File: src/rtl/tmr_psc_pkg.sv
package tmr_psc_pkg;

    // Divider event classification for one cycle
    typedef enum logic [1:0] {
        PS_HOLD  = 2'd0,
        PS_STEP  = 2'd1,
        PS_WRAP  = 2'd2,
        PS_FORCE = 2'd3
    } psc_ev_e;

    // Timer counter event classification for one cycle
    typedef enum logic [1:0] {
        CT_HOLD  = 2'd0,
        CT_INC   = 2'd1,
        CT_WRAP  = 2'd2,
        CT_CLEAR = 2'd3
    } cnt_ev_e;

endpackage

File: src/rtl/tmr_psc_regs.sv
module tmr_psc_regs #(
    parameter int unsigned PW = 16,
    parameter int unsigned CW = 16,
    parameter logic [CW-1:0] ARR_INIT = '1
) (
    input  logic          clk,
    input  logic          rst_n,
    input  logic          psc_wr_en,
    input  logic [PW-1:0] psc_wr_data,
    input  logic          arr_wr_en,
    input  logic [CW-1:0] arr_wr_data,
    input  logic          upd,
    output logic [PW-1:0] ratio,
    output logic [CW-1:0] reload
);

    logic [PW-1:0] preload_q;
    logic [PW-1:0] shadow_q;
    logic [CW-1:0] reload_q;

    // Preload: written by software at any time
    always_ff @(posedge clk) begin
        if (!rst_n) begin
            preload_q <= '0;
        end else if (psc_wr_en) begin
            preload_q <= psc_wr_data;
        end
    end

    // Shadow: copies the value held in preload before this edge
    always_ff @(posedge clk) begin
        if (!rst_n) begin
            shadow_q <= '0;
        end else if (upd) begin
            shadow_q <= preload_q;
        end
    end

    // Reload value: unbuffered
    always_ff @(posedge clk) begin
        if (!rst_n) begin
            reload_q <= ARR_INIT;
        end else if (arr_wr_en) begin
            reload_q <= arr_wr_data;
        end
    end

    assign ratio  = shadow_q;
    assign reload = reload_q;

endmodule

File: src/rtl/tmr_psc_div.sv
module tmr_psc_div
    import tmr_psc_pkg::*;
#(
    parameter int unsigned PW = 16
) (
    input  logic          clk,
    input  logic          rst_n,
    input  logic          en,
    input  logic          restart,
    input  logic [PW-1:0] ratio,
    output logic          tick
);

    localparam logic [PW-1:0] STEP_ONE = PW'(1);

    logic [PW-1:0] pos_q;
    psc_ev_e       ev;

    // Event decode
    always_comb begin
        if (restart) begin
            ev = PS_FORCE;
        end else if (!en) begin
            ev = PS_HOLD;
        end else if (pos_q == ratio) begin
            ev = PS_WRAP;
        end else begin
            ev = PS_STEP;
        end
    end

    // Position register
    always_ff @(posedge clk) begin
        if (!rst_n) begin
            pos_q <= '0;
        end else begin
            unique case (ev)
                PS_HOLD:  pos_q <= pos_q;
                PS_STEP:  pos_q <= pos_q + STEP_ONE;
                PS_WRAP:  pos_q <= '0;
                PS_FORCE: pos_q <= '0;
            endcase
        end
    end

    // Output decode
    always_comb begin
        unique case (ev)
            PS_WRAP: tick = 1'b1;
            default: tick = 1'b0;
        endcase
    end

endmodule

File: src/rtl/tmr_psc_cnt.sv
module tmr_psc_cnt
    import tmr_psc_pkg::*;
#(
    parameter int unsigned CW = 16
) (
    input  logic          clk,
    input  logic          rst_n,
    input  logic          tick,
    input  logic          clear,
    input  logic [CW-1:0] reload,
    output logic [CW-1:0] cnt,
    output logic          ovf
);

    localparam logic [CW-1:0] INC_ONE = CW'(1);

    logic [CW-1:0] cnt_q;
    cnt_ev_e       ev;

    // Event decode
    always_comb begin
        if (clear) begin
            ev = CT_CLEAR;
        end else if (!tick) begin
            ev = CT_HOLD;
        end else if (cnt_q == reload) begin
            ev = CT_WRAP;
        end else begin
            ev = CT_INC;
        end
    end

    // Counter register
    always_ff @(posedge clk) begin
        if (!rst_n) begin
            cnt_q <= '0;
        end else begin
            unique case (ev)
                CT_HOLD:  cnt_q <= cnt_q;
                CT_INC:   cnt_q <= cnt_q + INC_ONE;
                CT_WRAP:  cnt_q <= '0;
                CT_CLEAR: cnt_q <= '0;
            endcase
        end
    end

    // Output decode
    always_comb begin
        unique case (ev)
            CT_WRAP: ovf = 1'b1;
            default: ovf = 1'b0;
        endcase
    end

    assign cnt = cnt_q;

endmodule

File: src/rtl/tmr_psc_top.sv
module tmr_psc_top #(
    parameter int unsigned PW = 16,
    parameter int unsigned CW = 16,
    parameter logic [CW-1:0] ARR_INIT = '1
) (
    input  logic          clk,
    input  logic          rst_n,
    input  logic          psc_wr_en,
    input  logic [PW-1:0] psc_wr_data,
    input  logic          arr_wr_en,
    input  logic [CW-1:0] arr_wr_data,
    input  logic          cnt_en,
    input  logic          sw_upd,
    output logic          tick,
    output logic [CW-1:0] cnt_val,
    output logic          upd_evt
);

    logic [PW-1:0] ratio;
    logic [CW-1:0] reload;
    logic          ovf;

    tmr_psc_regs #(
        .PW       (PW),
        .CW       (CW),
        .ARR_INIT (ARR_INIT)
    ) u_regs (
        .clk         (clk),
        .rst_n       (rst_n),
        .psc_wr_en   (psc_wr_en),
        .psc_wr_data (psc_wr_data),
        .arr_wr_en   (arr_wr_en),
        .arr_wr_data (arr_wr_data),
        .upd         (upd_evt),
        .ratio       (ratio),
        .reload      (reload)
    );

    tmr_psc_div #(
        .PW (PW)
    ) u_div (
        .clk     (clk),
        .rst_n   (rst_n),
        .en      (cnt_en),
        .restart (sw_upd),
        .ratio   (ratio),
        .tick    (tick)
    );

    tmr_psc_cnt #(
        .CW (CW)
    ) u_cnt (
        .clk    (clk),
        .rst_n  (rst_n),
        .tick   (tick),
        .clear  (sw_upd),
        .reload (reload),
        .cnt    (cnt_val),
        .ovf    (ovf)
    );

    // Update event: natural overflow or software request
    assign upd_evt = ovf | sw_upd;

endmodule

File: config.mk
export PLATFORM = sky130hd
export DESIGN_NAME = tmr_psc_top
export DESIGN_NICKNAME = d
export VERILOG_FILES = /design/src/rtl/tmr_psc_pkg.sv /design/src/rtl/tmr_psc_regs.sv /design/src/rtl/tmr_psc_div.sv /design/src/rtl/tmr_psc_cnt.sv /design/src/rtl/tmr_psc_top.sv
export SDC_FILE = /design/constraint.sdc
export NUM_CORES = 1
export LEC_CHECK = 0
export ABC_AREA = 1
export CORE_MARGIN = 2
export CORE_UTILIZATION = 25
export DETAILED_ROUTE_END_ITERATION = 10
export GPL_TIMING_DRIVEN = 0
export PLACE_DENSITY = 0.44
export SYNTH_ARGS = -nofsm -noshare
export SYNTH_HDL_FRONTEND = slang
export SYNTH_SLANG_ARGS = --single-unit
File: constraint.sdc
create_clock -name clk -period 2.35 [get_ports clk]
set_input_delay 0.3525 -clock clk [delete_from_list [all_inputs] [get_ports clk]]
set_output_delay 0.3525 -clock clk [all_outputs]
set_load 0.05 [all_outputs]
======== Yosys cells after proc, flatten, opt, wreduce, memory -nomap -nowiden ========
Cells that the tools add are included.
cells by class
  add/subtract/negate cells ............... 2
  equality and inequality tests ........... 8
  muxes and demuxes ....................... 10
  bitwise gates (word level) .............. 1
  reductions and logical operators ........ 4
operators with widths
  operator                                       count
  case mux 16 bit (2 select lines)               2
  adder 16 x 1 -> 16 bit, second input constant  2
  == test 16 bit                                 2
  two-way mux 2 bit                              6
  == test 2 bit, second input constant           4
  == test 2 x 1 -> 1 bit, second input constant  2
  logical NOT 2 bit                              2
  OR reduction 2 bit                             2
  two-way mux 1 bit                              2
  bitwise OR 1 bit                               1
storage, ports and cells
  flip-flop bits (word level) ............. 80
  input bits .............................. 38
  output and inout port bits .............. 18
  logic and storage cells ................. 30

======== Depth between registers and ports, before layout ========
  depth in word-level cells ............... 11
  mapped depth ............................ 13
  depth with buffers taken out ............ 12

======== Hierarchy ========
A second synthesis with hierarchy kept.
second synthesis, totals
  cell total of the unflattened synthesis .. 676
  area total of the unflattened synthesis .. 4340.4 µm²
by module, submodules not included
  module        instances  cells each  area each (µm²)  sequential area each (µm²)
  tmr_psc_regs  1          271         1974.4           960.9
  tmr_psc_cnt   1          201         1177.4           320.3
  tmr_psc_div   1          201         1177.4           320.3
  tmr_psc_top   1          3           11.3             0.0

======== Worst setup path after synthesis ========
Ideal clock, no wire load.
  kind .................................... register -> output
  from .................................... reg u_div.pos_q[10]
  to ...................................... out tick
  arrival time ............................ 1993 ps
  data required time ...................... 1997 ps
  setup slack ............................. 5 ps
  stages on the path, launching flop included .. 9
  buffers on the path ..................... 0
  path through ............................ dfxtp_1 -> inv_2 -> nand2_2 -> nand2_1 -> nor2_1 -> nand2_1 -> nor2_2 -> nand2_4 -> nor3_1
on the way
  word-level cells in the longest chain between the ends .. 6
ends and longest elaborated chain
  what                      line               RTL
  start: declaration        tmr_psc_div.sv:16  logic [PW-1:0] pos_q;
  start signal: assignment  tmr_psc_div.sv:38  PS_HOLD: pos_q <= pos_q;
  start signal: assignment  tmr_psc_div.sv:39  PS_STEP: pos_q <= pos_q + STEP_ONE;
  == test 16 bit            tmr_psc_div.sv:25  end else if (pos_q == ratio) begin
  two-way mux 2 bit         tmr_psc_div.sv:25
  two-way mux 2 bit         tmr_psc_div.sv:23  end else if (!en) begin
  two-way mux 2 bit         tmr_psc_div.sv:21  if (restart) begin
  == test 2 bit             tmr_psc_div.sv:48  unique case (ev)
  two-way mux 1 bit         tmr_psc_div.sv:48
  end: declaration          tmr_psc_top.sv:14  output logic tick,
Every way passes these cells.

======== Final worst setup path ========
  from .................................... reg u_div.pos_q[9]
  to ...................................... out tick
The elaborated chain is that of the path after synthesis.

==> metrics <==
sequence of cells on the critical path=inv_1 -> nand2_1 -> nand2_1 -> nor2_1 -> nand2_1 -> nor2_2 -> nand2_4 -> nor3_2 -> buf_4; fin. max-slew vios=0; Syn Area/Cell=6.67 um2; Max VDD drop=0.396 mV; CP arrival=1.89 ns; Core Util, Final=0.325; Synth cell types=34; HPWL Detailed=9.22 mm; largest net degree at the start of global routing=15; Pwr Total=3.37 mW; sequential area share after synthesis=0.368; RSZ-0062 raised after global routing=false; share of cells above drive strength 1=0.143; Overall Global Routing Usage=0.136; DR vias=4,097; vias in the first global route=3,901; core area=17,200 um2; max cap viols=0; Antenna Nets Post-Route=0; clock slew at reported path FFs=0.06 ns; starting density of the core=0.253; share of the synthesized area in the top cell type=0.368; top cells by area, synth=dfxtp_1 37%, nand2_1 16%, nor2_1 7.8%; LEAKAGE=2.33 nW; CTS buffer count=9; Routed WL=12.0 mm; Detailed Routing Iterations Pass 1=4; Mapped Area=4350 um2; GR Overflow Total=0; CTS tree=built; Port-buffer cells=54; Synth Register Bits=80; Worst setup SP type=register; clock buffer depth=2; Fmax=445 MHz; initial antenna violation count=0; 1st-iter DRT viols=272; n_diodes=0; min cycle time layout=2.25 ns; H-tree levels=3; outcome=finished clean; R2R Setup Slk=0.41 ns; crit path kind=reg2out; routability cong.=0.819; global-route wire length before repair=19.4 mm; measured slew at the worst slew-check pin=0.574 ns; Hold Crit Class=reg2reg; area grow syn2layout=28.4%; Nets=762; Warnings, synthesis=0; dominant cell type by area after synthesis=dfxtp_1; drt drc=0; site row count=48; power density over cell area=603 nW/um2; Die Area=18,500 um2; # setup viols final=0; CP top delay family=simple AND/OR/NAND/NOR gates; syn_nets=692; clock skew=0.00796 ns; CTS Sinks=80; Routed WL per cell=12.6 um; worst skew pair latency=0.35 ns; hold_buf cts=0; Crit path buffers/inverters=2; period utilization=0.956; synthesized instance count=652; max incr delay on CP=0.38 ns; vias per cell=4.30; Die Width=136 um; die height=136 um; Root Driver=clkbuf_16; cell mode on critical path=nand2_1; commonest non-fill, non-tap cell in the layout=nand2_1; Final Hold Viols=0; Worst EP required=2.00 ns; CP max-delay cell=dfxtp_1; number of I/O pins=56; endpoint class of the critical path=output pin; CP Max Fanout=4; Slew HR=0.617; most frequent cells in the layout=188 x nand2_1, 89 x nor2_1, 66 x inv_1
area by class of cell:
cell class	instances	area [um2]
clock buffers	9	225
clock inverters	7	95.1
fillers	1912	11600
inverters	76	289
flip-flops and latches	80	1620
plain buffers	24	149
multi-input cells	472	2340
well taps	225	282
repair buffers	59	577
registers in the layout, summed over array words and instances (netlist names):
name              cells
u_cnt.cnt            16
u_div.pos_q          16
u_regs.preload_q     16
u_regs.ratio         16
u_regs.reload        16
metal layers:
layer	wire [um]	track usage
met3	516	0.0347
met2	5580	0.234
met4	195	0.0475
met1	5700	0.164
met5	0	0
per-stage QoR:
step / hold slack (ns) / std cells / worst slack, ns / instance area, um2 / TNS, ns
floorplan: 0.446 / 652 / 0.00474 / 4350 / 0
global placement: 0.463 / 931 / -0.519 / 5170 / -0.818
detailed placement: 0.468 / 931 / -0.512 / 5170 / -0.780
CTS: 0.485 / 947 / -0.0505 / 5530 / -0.0505
global route: 0.503 / 952 / 0.0110 / 5590 / 0
finish: 0.482 / 952 / 0.103 / 5590 / 0
path summary, 6_finish.rpt:
check,from,depth (start not counted),endpoint
hold / removal,u_regs.reload[10],2,u_regs.reload[10]
setup / recovery,u_div.pos_q[9],9,tick
setup reg to reg,u_cnt.cnt[4],13,u_regs.ratio[9]
hold reg to reg,u_regs.reload[10],2,u_regs.reload[10]
synth_stat cells, drive strengths merged:
cell type / count
and3: 1
o21ai: 24
dfxtp: 80
ha: 2
nand3: 51
nor2: 97
inv: 73
clkinv: 3
xnor2: 10
nand2: 196
nor3b: 2
nor3: 12
nand4: 20
buf: 16
clkbuf: 9
xor2: 11
a21oi: 43
nor4: 2
power by group:
group | internal (mW) | switching [mW] | total (mW) | leakage, nW
registers | 1.42 | 0.0380 | 1.45 | 0.666
clock network | 0.932 | 0.601 | 1.53 | 0.156
logic | 0.165 | 0.216 | 0.381 | 1.51
total | 2.51 | 0.855 | 3.37 | 2.33
kinds of logic after synthesis:
logic type | synth area share
AO/OA/AOI/OAI | 0.0788
XOR/XNOR | 0.0423
flip-flops | 0.368
AND/OR/NAND/NOR | 0.405
buffers and inverters | 0.0998
adder cells (fa/ha/maj) | 0.00575
worst min-delay path, cell delays in order, from the launching register on:
cell and delay [ns]:
dfxtp_1 0.34, nand2_1 0.06, nand3_1 0.05
repair_timing:
item / in CTS / in global routing
gates cloned: 0 / 1
setup endpoints to repair: 2 / 2
pin swaps: 0 / 2
gates resized for setup: 33 / 10
buffers inserted: 0 / 5
(Power assumes the default switching activity.)
